## src/rtl/tod_pkg.sv

```systemverilog
package tod_pkg;
  localparam int unsigned SEC_MOD  = 60;
  localparam int unsigned MIN_MOD  = 60;
  localparam int unsigned HOUR_MOD = 24;

  // Modulo increment shared by every time field and its checks.
  function automatic logic [7:0] step_mod(input logic [7:0] v, input int unsigned m);
    logic [8:0] nxt;
    nxt = {1'b0, v} + 9'd1;
    return (nxt >= 9'(m)) ? 8'd0 : nxt[7:0];
  endfunction
endpackage

```

## src/rtl/tod_prescaler.sv

```systemverilog
module tod_prescaler #(
  parameter int unsigned PRESCALE_W = 15
) (
  input  logic clk,
  input  logic rst,
  input  logic restart_i,
  output logic tick_o
);
  logic [PRESCALE_W-1:0] cnt_q;

  always_ff @(posedge clk) begin
    if (rst || restart_i) cnt_q <= '0;
    else                  cnt_q <= cnt_q + 1'b1;
  end

  assign tick_o = &cnt_q;


  tick_single_chk: assert property (@(posedge clk) disable iff (rst)
    tick_o |=> !tick_o);

  restart_quiet_chk: assert property (@(posedge clk) disable iff (rst)
    restart_i |=> !tick_o);
endmodule

```

## src/rtl/tod_button.sv

```systemverilog
module tod_button #(
  parameter int unsigned DEBOUNCE_CYCLES = 655
) (
  input  logic clk,
  input  logic rst,
  input  logic raw_i,
  output logic press_o
);
  localparam int unsigned CW = $clog2(DEBOUNCE_CYCLES + 1);
  localparam logic [CW-1:0] LAST = CW'(DEBOUNCE_CYCLES - 1);

  logic       meta_q, sync_q, level_q, press_q;
  logic [CW-1:0] run_q;
  logic       accept;

  assign accept = (sync_q != level_q) && (run_q == LAST);

  always_ff @(posedge clk) begin
    if (rst) begin
      meta_q  <= 1'b0;
      sync_q  <= 1'b0;
      level_q <= 1'b0;
      run_q   <= '0;
      press_q <= 1'b0;
    end else begin
      meta_q  <= raw_i;
      sync_q  <= meta_q;
      press_q <= accept && sync_q;
      if (sync_q == level_q) begin
        run_q <= '0;
      end else if (accept) begin
        level_q <= sync_q;
        run_q   <= '0;
      end else begin
        run_q <= run_q + 1'b1;
      end
    end
  end

  assign press_o = press_q;


  press_once_chk: assert property (@(posedge clk) disable iff (rst)
    press_o |=> !press_o);

  press_level_chk: assert property (@(posedge clk) disable iff (rst)
    press_o |-> level_q);
endmodule

```

## src/rtl/tod_field.sv

```systemverilog
module tod_field
  import tod_pkg::*;
#(
  parameter int unsigned MODULUS = 60,
  parameter int unsigned W       = 6
) (
  input  logic         clk,
  input  logic         rst,
  input  logic         adv_i,
  input  logic         set_i,
  output logic [W-1:0] value_o,
  output logic         carry_o
);
  logic [W-1:0] value_q;

  always_ff @(posedge clk) begin
    if (rst)                value_q <= '0;
    else if (set_i || adv_i) value_q <= W'(step_mod(8'(value_q), MODULUS));
  end

  // Carry only on a tick-driven wrap; a set never carries.
  assign carry_o = adv_i && !set_i && (value_q == W'(MODULUS - 1));
  assign value_o = value_q;


  range_chk: assert property (@(posedge clk) disable iff (rst)
    value_q < W'(MODULUS));

  single_step_chk: assert property (@(posedge clk) disable iff (rst)
    (set_i || adv_i) |=> value_q == W'(step_mod(8'($past(value_q)), MODULUS)));

  carry_zero_chk: assert property (@(posedge clk) disable iff (rst)
    carry_o |=> value_q == '0);
endmodule

```

## src/rtl/tod_keeper.sv

```systemverilog
module tod_keeper
  import tod_pkg::*;
#(
  parameter int unsigned PRESCALE_W      = 15,
  parameter int unsigned DEBOUNCE_CYCLES = 655
) (
  input  logic       clk,
  input  logic       rst,
  input  logic       btn_hour,
  input  logic       btn_min,
  input  logic       btn_sec,
  output logic [4:0] hours,
  output logic [5:0] minutes,
  output logic [5:0] seconds,
  output logic       tick
);
  localparam int unsigned NBTN = 3;

  logic [NBTN-1:0] raw_btn, set_pulse;
  logic set_sec, set_min, set_hour;
  logic sec_tick, sec_carry, min_carry, hour_carry;

  assign raw_btn  = {btn_hour, btn_min, btn_sec};
  assign set_sec  = set_pulse[0];
  assign set_min  = set_pulse[1];
  assign set_hour = set_pulse[2];

  for (genvar i = 0; i < NBTN; i++) begin : g_btn
    tod_button #(.DEBOUNCE_CYCLES(DEBOUNCE_CYCLES)) u_btn (
      .clk(clk), .rst(rst), .raw_i(raw_btn[i]), .press_o(set_pulse[i])
    );
  end

  tod_prescaler #(.PRESCALE_W(PRESCALE_W)) u_pre (
    .clk(clk), .rst(rst), .restart_i(set_sec), .tick_o(sec_tick)
  );

  tod_field #(.MODULUS(SEC_MOD), .W(6)) u_sec (
    .clk(clk), .rst(rst), .adv_i(sec_tick), .set_i(set_sec),
    .value_o(seconds), .carry_o(sec_carry)
  );
  tod_field #(.MODULUS(MIN_MOD), .W(6)) u_min (
    .clk(clk), .rst(rst), .adv_i(sec_carry), .set_i(set_min),
    .value_o(minutes), .carry_o(min_carry)
  );
  tod_field #(.MODULUS(HOUR_MOD), .W(5)) u_hour (
    .clk(clk), .rst(rst), .adv_i(min_carry), .set_i(set_hour),
    .value_o(hours), .carry_o(hour_carry)
  );

  assign tick = sec_tick;


  min_follow_chk: assert property (@(posedge clk) disable iff (rst)
    sec_carry |=> minutes == 6'(step_mod(8'($past(minutes)), MIN_MOD)));

  hour_follow_chk: assert property (@(posedge clk) disable iff (rst)
    min_carry |=> hours == 5'(step_mod(8'($past(hours)), HOUR_MOD)));

  hour_set_isolate_chk: assert property (@(posedge clk) disable iff (rst)
    (set_hour && !sec_tick && !set_sec && !set_min) |=> $stable(minutes) && $stable(seconds));

  no_set_carry_chk: assert property (@(posedge clk) disable iff (rst)
    set_sec |-> !sec_carry);

  day_wrap_chk: assert property (@(posedge clk) disable iff (rst)
    hour_carry |=> hours == 5'd0);
endmodule

```

## config.mk

```make
export PLATFORM = sky130hd
export DESIGN_NAME = tod_keeper
export DESIGN_NICKNAME = d
export VERILOG_FILES = /design/src/rtl/tod_pkg.sv /design/src/rtl/tod_prescaler.sv /design/src/rtl/tod_button.sv /design/src/rtl/tod_field.sv /design/src/rtl/tod_keeper.sv
export SDC_FILE = /design/constraint.sdc
export NUM_CORES = 1
export LEC_CHECK = 0
export CAP_MARGIN = 10
export CORE_MARGIN = 2
export CORE_UTILIZATION = 55
export CTS_BUF_LIST = sky130_fd_sc_hd__clkbuf_16
export DETAILED_ROUTE_END_ITERATION = 10
export PLACE_DENSITY = 0.75
export SYNTH_ARGS = -nofsm -noshare
export SYNTH_HDL_FRONTEND = slang
export SYNTH_SLANG_ARGS = --single-unit
```

## constraint.sdc

```tcl
create_clock -name clk -period 5.6 [get_ports clk]
set_input_delay 0.56 -clock clk [delete_from_list [all_inputs] [get_ports clk]]
set_output_delay 0.56 -clock clk [all_outputs]
set_load 0.01 [all_outputs]
```

== Word level (Yosys, flattened, before mapping) ==
Index checks and enable logic that the tools add are counted.
Storage, ports and cells
  bits in registers: 74
  input bits: 5
  output and inout port bits: 18
Cells by class
  add/sub/neg operators: 7
  magnitude comparators: 3
  eq/ne operators: 11
  multiplexer cells: 3
  bitwise operators: 3
  reduce and logical (&&, ||, !) cells: 23
Operators by type and width (count)
  10-bit by 1-bit adder with 10-bit output (second input constant): 3
  10-bit equality test (second input constant): 3
  15-bit by 1-bit adder with 15-bit output (second input constant): 1
  15-bit AND reduction: 1
  6-bit by 1-bit adder with 7-bit output (second input constant): 2
  7-bit by 6-bit >= comparator with 1-bit output (second input constant): 2
  6-bit equality test (second input constant): 2
  6-bit 2-to-1 mux: 2
  1-bit logical AND: 10
  3-bit OR reduction: 3
  5-bit by 1-bit adder with 6-bit output (second input constant): 1
  6-bit by 5-bit >= comparator with 1-bit output (second input constant): 1
  2-bit AND reduction: 3
  5-bit 2-to-1 mux: 1
  1-bit logical OR: 4
  1-bit equality test: 3
  1-bit inequality test: 3
  1-bit inverter: 3
  1-bit zero test: 2

== Logic depth before layout (Yosys ltp) ==
  depth after elaboration: 6
  gate-level depth with buffers: 7
  mapped depth without buffers: 7

== Cells and area by module ==
From an unflattened synthesis, not the netlist that was laid out.
Unflattened totals
  cell total of the unflattened synthesis: 420
  area total of the unflattened synthesis: 3803.6 µm²
Modules (own cells, without submodules)
  tod_button: times used 3, cells an instance 62, area each 638.1 µm²
  tod_field (u_min ...): times used 2, cells an instance 58, area each 435.4 µm²
  tod_prescaler: times used 1, cells an instance 76, area each 685.7 µm²
  tod_field (u_hour): times used 1, cells an instance 42, area each 332.8 µm²

== Worst setup path after synthesis ==
Ideal clock, no wire load.
  kind: register to output
  start point: register u_pre.cnt_q[0]
  end point: output port tick
  arrival: 1323 ps
  path slack: 3717 ps
  cell stages (with the launch flop): 5
  buffers on the path: 0
  cell sequence: dfxtp_1 ha_1 nand4_2 or3_1 nor2_1
Between the ends
  longest elaborated chain between the ends: 1
RTL lines
  from (decl): line tod_prescaler.sv:9  | logic [PRESCALE_W-1:0] cnt_q;
  from (signal assigned): line tod_prescaler.sv:13  | else cnt_q <= cnt_q + 1'b1;
  15-bit AND reduction: line tod_prescaler.sv:16  | assign tick_o = &cnt_q;
  to (decl): line tod_keeper.sv:15  | output logic tick
Every way passes these cells.

== Final worst setup path ==
Ends and elaborated chain as after synthesis.

==> reports/summary.txt <==
Net Count, Synth - 393
Slowest CP cell - clkdlybuf4s50_1
IO Pins - 23
GPL Wtd Cong - 0.8248
Compound-Gate Fraction of Synth Area - 8.730%
Max rail drop VDD - 223.8 µV
Per-cell routed wire length - 12.43 µm
Asr flop ratio synth - 0%
DR iter-0 viols - 107
Max-slew violation count - 0
Post-Syn Instances - 377
Post-synthesis sequential area ratio - 44.36%
Clk slew on worst S/H paths - 60 ps
Worst R2R Setup Slack - 3510 ps
Worst min-delay path class - flop to flop
Number of synthesized register bits - 74
EDFF count, synth - 0
Routed Antenna Nets - 0
RSZ-0062 raised after global routing - false
Max Fanout on Critical Path - 4
Setup crit start kind - flop
Final worst slack - 2837 ps
Post-CTS Hold Fix Bufs - 0
Ant. Diodes - 0
Clk_lat worst skew - 330 ps
Global Route Usage Sum - 19.13%
# setup viols final - 0
Met3 routed WL - 234 µm
Avg Cell Area, Syn - 8.858 µm²
Clk sink count - 74
Final Non-Filler Cells - 484
Post-Synth Simple-Gate Area - 30.27%
Max transition margin - 44.12%
Synth Area in Adders - 4.121%
Synth Area in XOR/XNOR - 9.704%
Fill cell count - 491
Mux contribution to synthesized area - 0.8992%
Gr ovfl total - 0
Vias - 2631
Main synth FF type - dfxtp_1
Placeable Area - 5886 µm²
FP Rows - 28
Post-DP HPWL - 4.114 mm
Fin crit share - 49.34%
CTS Buffer Depth - 2
Netlist cell types - 46
Final hold violations - 0
Fin area - 3921 µm²
Critical path origin - u_pre.cnt_q[0]
Critical path class - flop to output port
Final worst path period need - 2763 ps
R2R Path End - u_min.value_o[5]
Area contributors post-synth - dfxtp_1, nor2_1, xor2_1
Worst setup EP type - output port
Largest area contributor in the netlist - dfxtp_1
Post-route setup TNS - 0 ps
Pwr Density - 282.4 nW/µm²
Worst Setup EP - tick
Uppermost layer routed - met4
PortBufs - 22
Starting density of the core - 56.74%
Crit-path cells - ha_1, nand4_2, or3_1, nor2_1, clkdlybuf4s50_1
Worst slew pin tran - 834.3 ps
CP max stage delay - 540 ps
Placed cell area - 3635 µm²
Htree depth - 3
Clk Tree Root Cell - clkbuf_16
Pre-CTS setup slack - 3178 ps
Final Core Density - 66.62%
Vias in the first global route - 2359
First-pass GRT wire length - 9.929 mm
Fmax - 0.3620 GHz
Pleak - 1.367 nW
Max-cap violations - 0
Largest family of logic cells by synthesized area - simple AND/OR/NAND/NOR gates
Routed WL - 6.015 mm
Post-CTS setup buffer count - 0
Cells after DPL - 468
Total die area - 6711 µm²
CTS-repair resized insts - 0
Ys Warns - 0
CP Data Required Time - 5040 ps
Die Y-Extent - 81.92 µm
Final net count - 420
DRT met1 WL - 2.825 mm
Initial antenna violation count - 0
Area Overhead vs Synth - 17.42%
WL met2 - 2.921 mm
Chip width - 81.92 µm
CTS tree - yes
Num CTS Buffers - 9
Status - finished clean
Worst Reg2Reg Path Length in Cells - 6
Vias per std cell - 5.436
Pre-antenna DRT Iters - 4
Largest net degree at the start of global routing - 42
Clock skew - 5.245 ps
Post-synthesis cell area - 3339 µm²
Layout cell share with drive strength beyond 1 - 5.868%
Reg2reg start - u_pre.cnt_q[0]
Yosys top cell area share - 44.36%
DRC viols - 0
CP arrival - 2200 ps
## worst min-delay path by stage
stage                               start                    end  slack, ps  cells past startpoint
CTS                 g_btn[1].u_btn.meta_q  g_btn[1].u_btn.sync_q        440                      1
finish              g_btn[1].u_btn.meta_q  g_btn[1].u_btn.sync_q        440                      1
detailed placement  g_btn[1].u_btn.meta_q  g_btn[1].u_btn.sync_q        430                      1
floorplan           g_btn[0].u_btn.meta_q  g_btn[0].u_btn.sync_q        410                      1
global route        g_btn[1].u_btn.meta_q  g_btn[1].u_btn.sync_q        460                      1
global placement    g_btn[1].u_btn.meta_q  g_btn[1].u_btn.sync_q        420                      1
## cells by family after synthesis
kind of cell	after synthesis
and+or+nand+nor	188
DFF	74
AOI/OAI and AO/OA	47
xor gates and xnor gates	37
buffers and inverters	17
adders and majority gates	11
muxes	3
## cell usage in the layout, fill, tap and decap left out, types with 9 or more instances in the layout
cell / count
clkbuf_16: 9
xnor2_1: 15
xor2_1: 22
nor2_1: 59
clkdlybuf4s50_1: 22
nand4_1: 11
nand2_1: 30
a21oi_1: 16
nand3_1: 21
ha_1: 11
dfxtp_1: 74
nor2b_1: 9
inv_1: 11
o21ai_0: 13
## metrics by stage
stage | power, mW | hold slack [ps]
detailed placement | 0.5744 | 428.2
floorplan | 0.5646 | 413.8
finish | 1.107 | 439.8
CTS | 1.122 | 441.0
global route | 1.147 | 457.5
global placement | 0.5734 | 419.2
## report_power, final
| group | switching (mW) | internal, mW |
|---|---|---|
| Clock | 0.206 | 0.339 |
| Sequential | 0.00572 | 0.533 |
| Combinational | 0.0131 | 0.0115 |
| Total | 0.225 | 0.883 |
## sequential cells by signal, indices dropped and copies added (netlist names)
signal	flops
u_hour.value_o	5
u_sec.value_o	6
g_btn.u_btn.meta_q	3
g_btn.u_btn.press_o	3
g_btn.u_btn.run_q	30
u_pre.cnt_q	15
u_min.value_o	6
g_btn.u_btn.sync_q	3
g_btn.u_btn.level_q	3
## routing by layer
metal  track usage, %  up-vias
li1                 -     1370
met1            23.80     1217
met2            30.65       42
met3            5.714        2
met4            8.333        0
met5                0        -
## critical path: cells and delay by family, from the launching register on
family | cells | cell delay, ps
buf+inv | 1 | 540
fa+ha+maj | 1 | 250
simple gates | 3 | 720
flops | 1 | 370
## layout make-up
class | instances | area, µm² | area share, %
Clock buffer | 9 | 225.2 | 5.743
Clock inverter | 7 | 61.31 | 1.563
Inverter | 10 | 37.54 | 0.9572
Multi-Input combinational cell | 286 | 1794 | 45.76
Sequential cell | 74 | 1481 | 37.78
Tap cell | 75 | 93.84 | 2.393
Timing Repair Buffer | 23 | 227.7 | 5.807
## synthesized netlist by cell type (2+ instances only)
cell      number
dfxtp_1       74
nor2_1        59
nand2_1       30
xor2_1        22
nand3_1       21
a21oi_1       16
xnor2_1       15
o21ai_0       13
ha_1          11
nand4_1       11
inv_1         10
nor2b_1        9
and3_1         7
clkbuf_1       7
nand3b_1       7
nor3_1         7
or3_1          7
and2_1         4
nand2b_1       4
and4_1         3
mux2i_1        3
nor4b_1        3
o31ai_1        3
or2_2          3
a21boi_0       2
a31oi_1        2
nand4b_1       2
nor4bb_1       2
o32ai_1        2
or4_1          2
(Power assumes the default switching activity.)
